File: config.mk
export PLATFORM = sky130hd
export DESIGN_NAME = page_commit_ctrl
export DESIGN_NICKNAME = d
export VERILOG_FILES = /design/src/rtl/wpc_pkg.sv /design/src/rtl/wpc_addr_ctr.sv /design/src/rtl/wpc_page_buf.sv /design/src/rtl/wpc_commit_seq.sv /design/src/rtl/page_commit_ctrl.sv
export SDC_FILE = /design/constraint.sdc
export NUM_CORES = 1
export LEC_CHECK = 0
export CORE_UTILIZATION = 52
export DETAILED_ROUTE_END_ITERATION = 6
export DONT_BUFFER_PORTS = 1
export HOLD_SLACK_MARGIN = 0.06
export PLACE_DENSITY_LB_ADDON = 0.08
export SYNTH_ARGS = -nofsm -noshare
export SYNTH_HDL_FRONTEND = slang
export SYNTH_SLANG_ARGS = --single-unit
File: constraint.sdc
create_clock -name clk -period 2.5 [get_ports clk]
set_input_delay 0.25 -clock clk [delete_from_list [all_inputs] [get_ports clk]]
set_output_delay 0.25 -clock clk [all_outputs]
set_load 0.01 [all_outputs]
File: src/rtl/wpc_pkg.sv
package wpc_pkg;
  typedef enum logic [1:0] {
    WK_ADDR_HI = 2'd0,
    WK_ADDR_LO = 2'd1,
    WK_DATA    = 2'd2,
    WK_RSVD    = 2'd3
  } wkind_e;
endpackage

File: src/rtl/wpc_addr_ctr.sv
module wpc_addr_ctr #(
  parameter int ADDR_W = 16,
  parameter int OFF_W  = 7
) (
  input  logic              clk,
  input  logic              rst_n,
  input  logic              ld_hi,
  input  logic              ld_lo,
  input  logic [7:0]        byte_in,
  input  logic              step_page,
  input  logic              step_lin,
  output logic [ADDR_W-1:0] addr
);
  localparam int HI_W = ADDR_W - 8;

  logic [HI_W-1:0] hi_q;

  always_ff @(posedge clk or negedge rst_n) begin
    if (!rst_n) begin
      hi_q <= '0;
    end else if (ld_hi) begin
      hi_q <= byte_in[HI_W-1:0];
    end
  end

  always_ff @(posedge clk or negedge rst_n) begin
    if (!rst_n) begin
      addr <= '0;
    end else if (ld_lo) begin
      addr <= {hi_q, byte_in};
    end else if (step_page) begin
      // offset wraps inside the page, page index untouched
      addr <= {addr[ADDR_W-1:OFF_W], addr[OFF_W-1:0] + OFF_W'(1)};
    end else if (step_lin) begin
      addr <= addr + ADDR_W'(1);
    end
  end
endmodule

File: src/rtl/wpc_page_buf.sv
module wpc_page_buf #(
  parameter int PAGE_BYTES = 128,
  parameter int OFF_W      = 7
) (
  input  logic             clk,
  input  logic             rst_n,
  input  logic             wr_en,
  input  logic [OFF_W-1:0] wr_off,
  input  logic [7:0]       wr_byte,
  input  logic             clr,
  input  logic [OFF_W-1:0] rd_off,
  output logic [7:0]       rd_byte,
  output logic             rd_vld,
  output logic             any_vld
);
  logic [PAGE_BYTES-1:0] vld_q;
  logic [7:0]            store_q [PAGE_BYTES];

  for (genvar i = 0; i < PAGE_BYTES; i++) begin : g_entry
    logic hit;
    assign hit = wr_en && (wr_off == OFF_W'(i));

    always_ff @(posedge clk or negedge rst_n) begin
      if (!rst_n) begin
        vld_q[i] <= 1'b0;
      end else if (hit) begin
        vld_q[i] <= 1'b1;
      end else if (clr) begin
        vld_q[i] <= 1'b0;
      end
    end

    always_ff @(posedge clk) begin
      if (hit) begin
        store_q[i] <= wr_byte;
      end
    end
  end

  always_ff @(posedge clk or negedge rst_n) begin
    if (!rst_n) begin
      any_vld <= 1'b0;
    end else if (wr_en) begin
      any_vld <= 1'b1;
    end else if (clr) begin
      any_vld <= 1'b0;
    end
  end

  assign rd_byte = store_q[rd_off];
  assign rd_vld  = vld_q[rd_off];
endmodule

File: src/rtl/wpc_commit_seq.sv
module wpc_commit_seq #(
  parameter int PAGE_BYTES = 128,
  parameter int OFF_W      = 7,
  parameter int WR_CYCLES  = 2000
) (
  input  logic             clk,
  input  logic             rst_n,
  input  logic             go,
  output logic             busy,
  output logic             scan_act,
  output logic [OFF_W-1:0] scan_off,
  output logic             done
);
  localparam int CNT_W = $clog2(WR_CYCLES + 1);

  logic [CNT_W-1:0] cnt_q;

  assign done     = busy && (cnt_q == CNT_W'(WR_CYCLES - 1));
  assign scan_act = busy && (cnt_q < CNT_W'(PAGE_BYTES));
  assign scan_off = cnt_q[OFF_W-1:0];

  always_ff @(posedge clk or negedge rst_n) begin
    if (!rst_n) begin
      busy  <= 1'b0;
      cnt_q <= '0;
    end else if (!busy) begin
      if (go) begin
        busy  <= 1'b1;
        cnt_q <= '0;
      end
    end else if (done) begin
      busy  <= 1'b0;
      cnt_q <= '0;
    end else begin
      cnt_q <= cnt_q + CNT_W'(1);
    end
  end
endmodule

File: src/rtl/page_commit_ctrl.sv
module page_commit_ctrl #(
  parameter int ADDR_W     = 16,
  parameter int PAGE_BYTES = 128,
  parameter int WR_CYCLES  = 2000
) (
  input  logic              clk,
  input  logic              rst_n,
  input  logic              in_valid,
  output logic              in_ready,
  input  logic [1:0]        in_kind,
  input  logic [7:0]        in_byte,
  input  logic              ev_stop,
  input  logic              rd_adv,
  input  logic              wp,
  output logic [ADDR_W-1:0] cur_addr,
  output logic              mem_we,
  output logic [ADDR_W-1:0] mem_addr,
  output logic [7:0]        mem_wdata
);
  import wpc_pkg::*;

  localparam int OFF_W  = $clog2(PAGE_BYTES);
  localparam int PAGE_W = ADDR_W - OFF_W;

  wkind_e            kind;
  logic              busy, take, ld_hi, ld_lo, dat;
  logic              stop_ok, go, clr, done;
  logic              have_data, scan_act, rd_vld;
  logic [OFF_W-1:0]  scan_off;
  logic [7:0]        rd_byte;
  logic [PAGE_W-1:0] page_q;

  assign kind     = wkind_e'(in_kind);
  assign in_ready = !busy;
  assign take     = in_valid && in_ready;
  assign ld_hi    = take && (kind == WK_ADDR_HI);
  assign ld_lo    = take && (kind == WK_ADDR_LO);
  assign dat      = take && (kind == WK_DATA);

  assign stop_ok  = ev_stop && !busy;
  assign go       = stop_ok && have_data && !wp;
  assign clr      = (stop_ok && have_data && wp) || done;

  wpc_addr_ctr #(.ADDR_W(ADDR_W), .OFF_W(OFF_W)) u_addr (
    .clk       (clk),
    .rst_n     (rst_n),
    .ld_hi     (ld_hi),
    .ld_lo     (ld_lo),
    .byte_in   (in_byte),
    .step_page (dat),
    .step_lin  (rd_adv && !busy),
    .addr      (cur_addr)
  );

  wpc_page_buf #(.PAGE_BYTES(PAGE_BYTES), .OFF_W(OFF_W)) u_buf (
    .clk     (clk),
    .rst_n   (rst_n),
    .wr_en   (dat),
    .wr_off  (cur_addr[OFF_W-1:0]),
    .wr_byte (in_byte),
    .clr     (clr),
    .rd_off  (scan_off),
    .rd_byte (rd_byte),
    .rd_vld  (rd_vld),
    .any_vld (have_data)
  );

  wpc_commit_seq #(.PAGE_BYTES(PAGE_BYTES), .OFF_W(OFF_W), .WR_CYCLES(WR_CYCLES)) u_seq (
    .clk      (clk),
    .rst_n    (rst_n),
    .go       (go),
    .busy     (busy),
    .scan_act (scan_act),
    .scan_off (scan_off),
    .done     (done)
  );

  always_ff @(posedge clk or negedge rst_n) begin
    if (!rst_n) begin
      page_q <= '0;
    end else if (go) begin
      page_q <= cur_addr[ADDR_W-1:OFF_W];
    end
  end

  assign mem_we    = scan_act && rd_vld;
  assign mem_addr  = {page_q, scan_off};
  assign mem_wdata = rd_byte;
endmodule

==> summary.md <==
| Metric | Value |
|---|---|
| Clock Pin Slew Worst Setup and Hold Paths | `0.06 ns` |
| CTS tree | `done` |
| Post-Syn Instances | `2,412` |
| Sequential share of the synthesized area | `0.7365` |
| Startpoint Class | `register` |
| GP Congestion | `0.8819` |
| PwrDens | `689.9 nW/um^2` |
| Post-synthesis xor/xnor area fraction | `0.001103` |
| Post-synthesis adder-cell area fraction | `0.001313` |
| I/O pin cnt | `58` |
| Via count | `26,400` |
| Final WL | `131,000 um` |
| DIE WIDTH | `304.8 um` |
| Max-cap violation count | `0` |
| Syn_nets | `2,433` |
| Ys flop type | `edfxtp_1` |
| PnR worst setup slack | `-1.215 ns` |
| Starting DRT DRC Count | `2,851` |
| Num Clock Sinks | `1,198` |
| RSZ-0062 raised after global routing | `yes` |
| Crit path DAT | `3.47 ns` |
| Row count | `110` |
| Final design utilization | `0.6411` |
| Crit end category | `output port` |
| H-tree Lvls | `3` |
| Die area | `92,880 sq um` |
| Worst-Skew Late Latency | `0.71 ns` |
| Largest net degree at the start of global routing | `175` |
| Drt drc | `0` |
| Period utilization | `1.486` |
| Final nets | `2,900` |
| Port Buffers | `0` |
| CTS Hold Buffers Added | `24` |
| Worst hold slack | `-0.7590 ns` |
| Crit path kind | `register to output port` |
| Placed cell areas | `51,880 sq um` |
| Design Area, Final | `57,970 sq um` |
| Synth-to-Final Area Change | `21.62%` |
| Maximum root-to-sink buffer count | `3` |
| Failing checks | `negative hold slack, negative setup slack` |
| Synth Area in Compound Gates | `0.04418` |
| Initial antenna violation count | `1` |
| First-pass iteration count of the detailed router | `7` |
| Max Freq | `269.2 MHz` |
| Final setup viols | `139` |
| Largest family of logic cells by synthesized area | `multiplexers` |
| Fin cells | `4,164` |
| ANT nets after route | `0` |
| Hold crit path type | `input port to asynchronous set/reset pin` |
| CTS Buf Count | `119` |
| Syn_area_per_cell | `19.76 sq um` |
| Library cells used by synthesis | `61` |
| DP Cell Count | `3,855` |
| Global-route wire length before repair | `189,900 um` |
| Worst vdd ir | `0.6849 mV` |
| Final Power | `39.99 mW` |
| Multiplexer share of the synthesized area | `0.1677` |
| Post-synthesis simple-gate area fraction | `0.03053` |
| GR Overflow Total | `0` |
| Critical-path maximum fanout | `8` |
| Worst rel slew slack | `0.4344` |
| Post-DP HPWL | `79,640 um` |
| Ys Warns | `0` |
| Async SR Flop Fraction | `0.1452` |
| Wire per inst | `31.45 um` |
| Gr usage total | `0.2859` |
| Status | `finished, violations left` |
| Leakage | `20.62 nW` |
| Initial core utilization | `0.5271` |
| Synth Register Bits | `1,198` |
| Final Hold Fails | `174` |
| Final Skew | `0.03036 ns` |
| Period minus WS final | `3.715 ns` |
| Mapped Area | `47,660 sq um` |
| Die Height | `304.8 um` |
| Post-synth EDFFs | `1,024` |
| Layout cells sized above 1 | `0.3637` |
| Worst Max-Slew Pin Slew | `0.8419 ns` |
| Vias in the first global route | `26,800` |
| Root Buffer | `clkbuf_16` |
| WP data required | `2.25 ns` |
| Core ar. | `90,420 sq um` |
| Pins Over Slew Limit | `0` |
| Via density | `6.339` |
## path summary, 6_finish.rpt
path,slack [ns],cells past startpoint,start,endpoint
max reg2reg,-0.32,15,u_seq.cnt_q[0],u_buf.vld_q[26]
max in group asynchronous,2.75,0,rst_n,u_buf.vld_q[76]
max,-1.22,10,u_seq.cnt_q[0],mem_wdata[2]
min in group clk,0.10,4,ev_stop,page_q[0]
min reg2reg,0.47,1,u_buf.vld_q[50],u_buf.vld_q[50]
min,-0.76,0,rst_n,u_buf.vld_q[126]
## what timing repair did
action	in CTS	in global routing
resized for setup	148	49
cloned	18	5
setup endpoints to repair	139	149
endpoints found under the hold margin	1236	174
setup buffers	34	11
pin swaps	35	25
## Yosys cell counts, drive strengths merged, types with 3 or more instances
| cell type | n | area [sq um] |
|---|---|---|
| o31ai | 5 | 42.54 |
| mux4 | 302 | 6802 |
| and3 | 8 | 50.05 |
| ha | 5 | 62.56 |
| buf | 90 | 623.1 |
| nand3b | 5 | 37.54 |
| a211o | 3 | 26.28 |
| a22oi | 17 | 127.6 |
| inv | 7 | 26.28 |
| mux2 | 31 | 349.1 |
| o211ai | 4 | 30.03 |
| nand3 | 26 | 130.1 |
| xnor2 | 4 | 35.03 |
| a311oi | 4 | 35.03 |
| a21o | 131 | 983.4 |
| a21boi | 3 | 22.52 |
| o22ai | 12 | 75.07 |
| o221ai | 6 | 52.55 |
| nor2b | 19 | 118.9 |
| o21ai | 41 | 205.2 |
| nand2b | 9 | 56.30 |
| a21oi | 31 | 155.2 |
| nor4 | 4 | 25.02 |
| edfxtp | 1024 | 30750 |
| nor2 | 161 | 604.3 |
| or3 | 4 | 25.02 |
| a221oi | 6 | 52.55 |
| nand2 | 58 | 217.7 |
| dfrtp | 174 | 4354 |
| nor3 | 8 | 40.04 |
| mux2i | 84 | 840.8 |
| a31oi | 14 | 87.58 |
| nand4 | 10 | 62.56 |
| a211oi | 13 | 97.59 |
| clkbuf | 63 | 240.2 |
## cell families (layout without fill, tap and decap cells)
kind of cell               Yosys count  after routing
muxes                              417            417
other                                0              2
and+or+nand+nor                    322            322
adders and majority gates            5              5
xor gates and xnor gates             6              6
AOI/OAI and AO/OA                  303            303
buffers and inverters              161            735
DFF                               1198           1198
## critical path: stages, from the launching register on
cell and delay (ns):
dfrtp_4 0.50, buf_12 0.17, buf_16 0.16, buf_12 0.14
buf_12 0.12, mux4_2 0.41, mux4_2 0.57, a31oi_4 0.21
o31a_1 0.24, a21oi_4 0.08, buf_6 0.14
## per-stage QoR
step	worst slack [ns]	TNS, ns
2_1_floorplan	0.02128	0
3_3_place_gp	-0.8778	-9.636
3_5_place_dp	-0.9125	-11.77
4_1_cts	-1.229	-24.97
5_1_grt	-1.292	-46.03
6_report	-1.215	-37.79
## layer usage
layer	GRT usage	vias to the layer above	share of wire	wire length (um)
li1	-	10790	-	-
met1	0.4262	14210	0.42	55290
met2	0.4301	1227	0.47	61070
met3	0.06196	165	0.091	11900
met4	0.07940	0	0.021	2709
met5	0	-	0	0
## flip-flops by register name, indices dropped and copies added (netlist names)
signal and flops:
u_buf.vld_q 128, u_seq.cnt_q 11, u_addr.addr 16, u_buf.store_q 1024, u_addr.hi_q 8, u_buf.any_vld 1
u_seq.busy 1, page_q 9
## power breakdown
| group | total [mW] | leakage [nW] | internal, mW | switching, mW |
|---|---|---|---|---|
| logic | 0.464 | 7.11 | 0.0938 | 0.370 |
| registers | 21.8 | 11.6 | 21.7 | 0.0408 |
| clock network | 17.8 | 1.93 | 10.3 | 7.45 |
## cells in the final DEF (no fill, tap or decap), drive strengths merged, types with 4 or more instances in the layout
| cell | synthesis | routed |
|---|---|---|
| clkbuf | 63 | 170 |
| a221oi | 6 | 6 |
| nor2b | 19 | 19 |
| nand3 | 26 | 26 |
| inv | 7 | 10 |
| nor3 | 8 | 8 |
| buf | 90 | 475 |
| o31ai | 5 | 5 |
| dfrtp | 174 | 174 |
| bufbuf | 0 | 4 |
| or3 | 4 | 4 |
| bufinv | 0 | 9 |
| a21oi | 31 | 31 |
| a22oi | 17 | 17 |
| nand2 | 58 | 58 |
| nand3b | 5 | 5 |
| mux2 | 31 | 31 |
| dlygate4sd3 | 0 | 15 |
| ha | 5 | 5 |
| a21o | 131 | 131 |
| nor2 | 161 | 161 |
| nand4 | 10 | 10 |
| mux4 | 302 | 302 |
| a311oi | 4 | 4 |
| o221ai | 6 | 6 |
| nor4 | 4 | 4 |
| edfxtp | 1024 | 1024 |
| o211ai | 4 | 4 |
| clkinv | 1 | 48 |
| xnor2 | 4 | 4 |
| o22ai | 12 | 12 |
| a211oi | 13 | 13 |
| a31oi | 14 | 14 |
| nand2b | 9 | 9 |
| o21ai | 41 | 41 |
| and3 | 8 | 8 |
| mux2i | 84 | 84 |
## cell type report
cell class	count	area, sq um
clock inverter	62	541.8
timing repair buffer	499	5105
sequential	1198	35120
inverter	8	30.03
multi-input combinational	1053	12320
fill	6104	32460
antenna	2	5.005
clock buffer	166	3379
tap	1176	1471
Power figures use the tool's default switching activity.
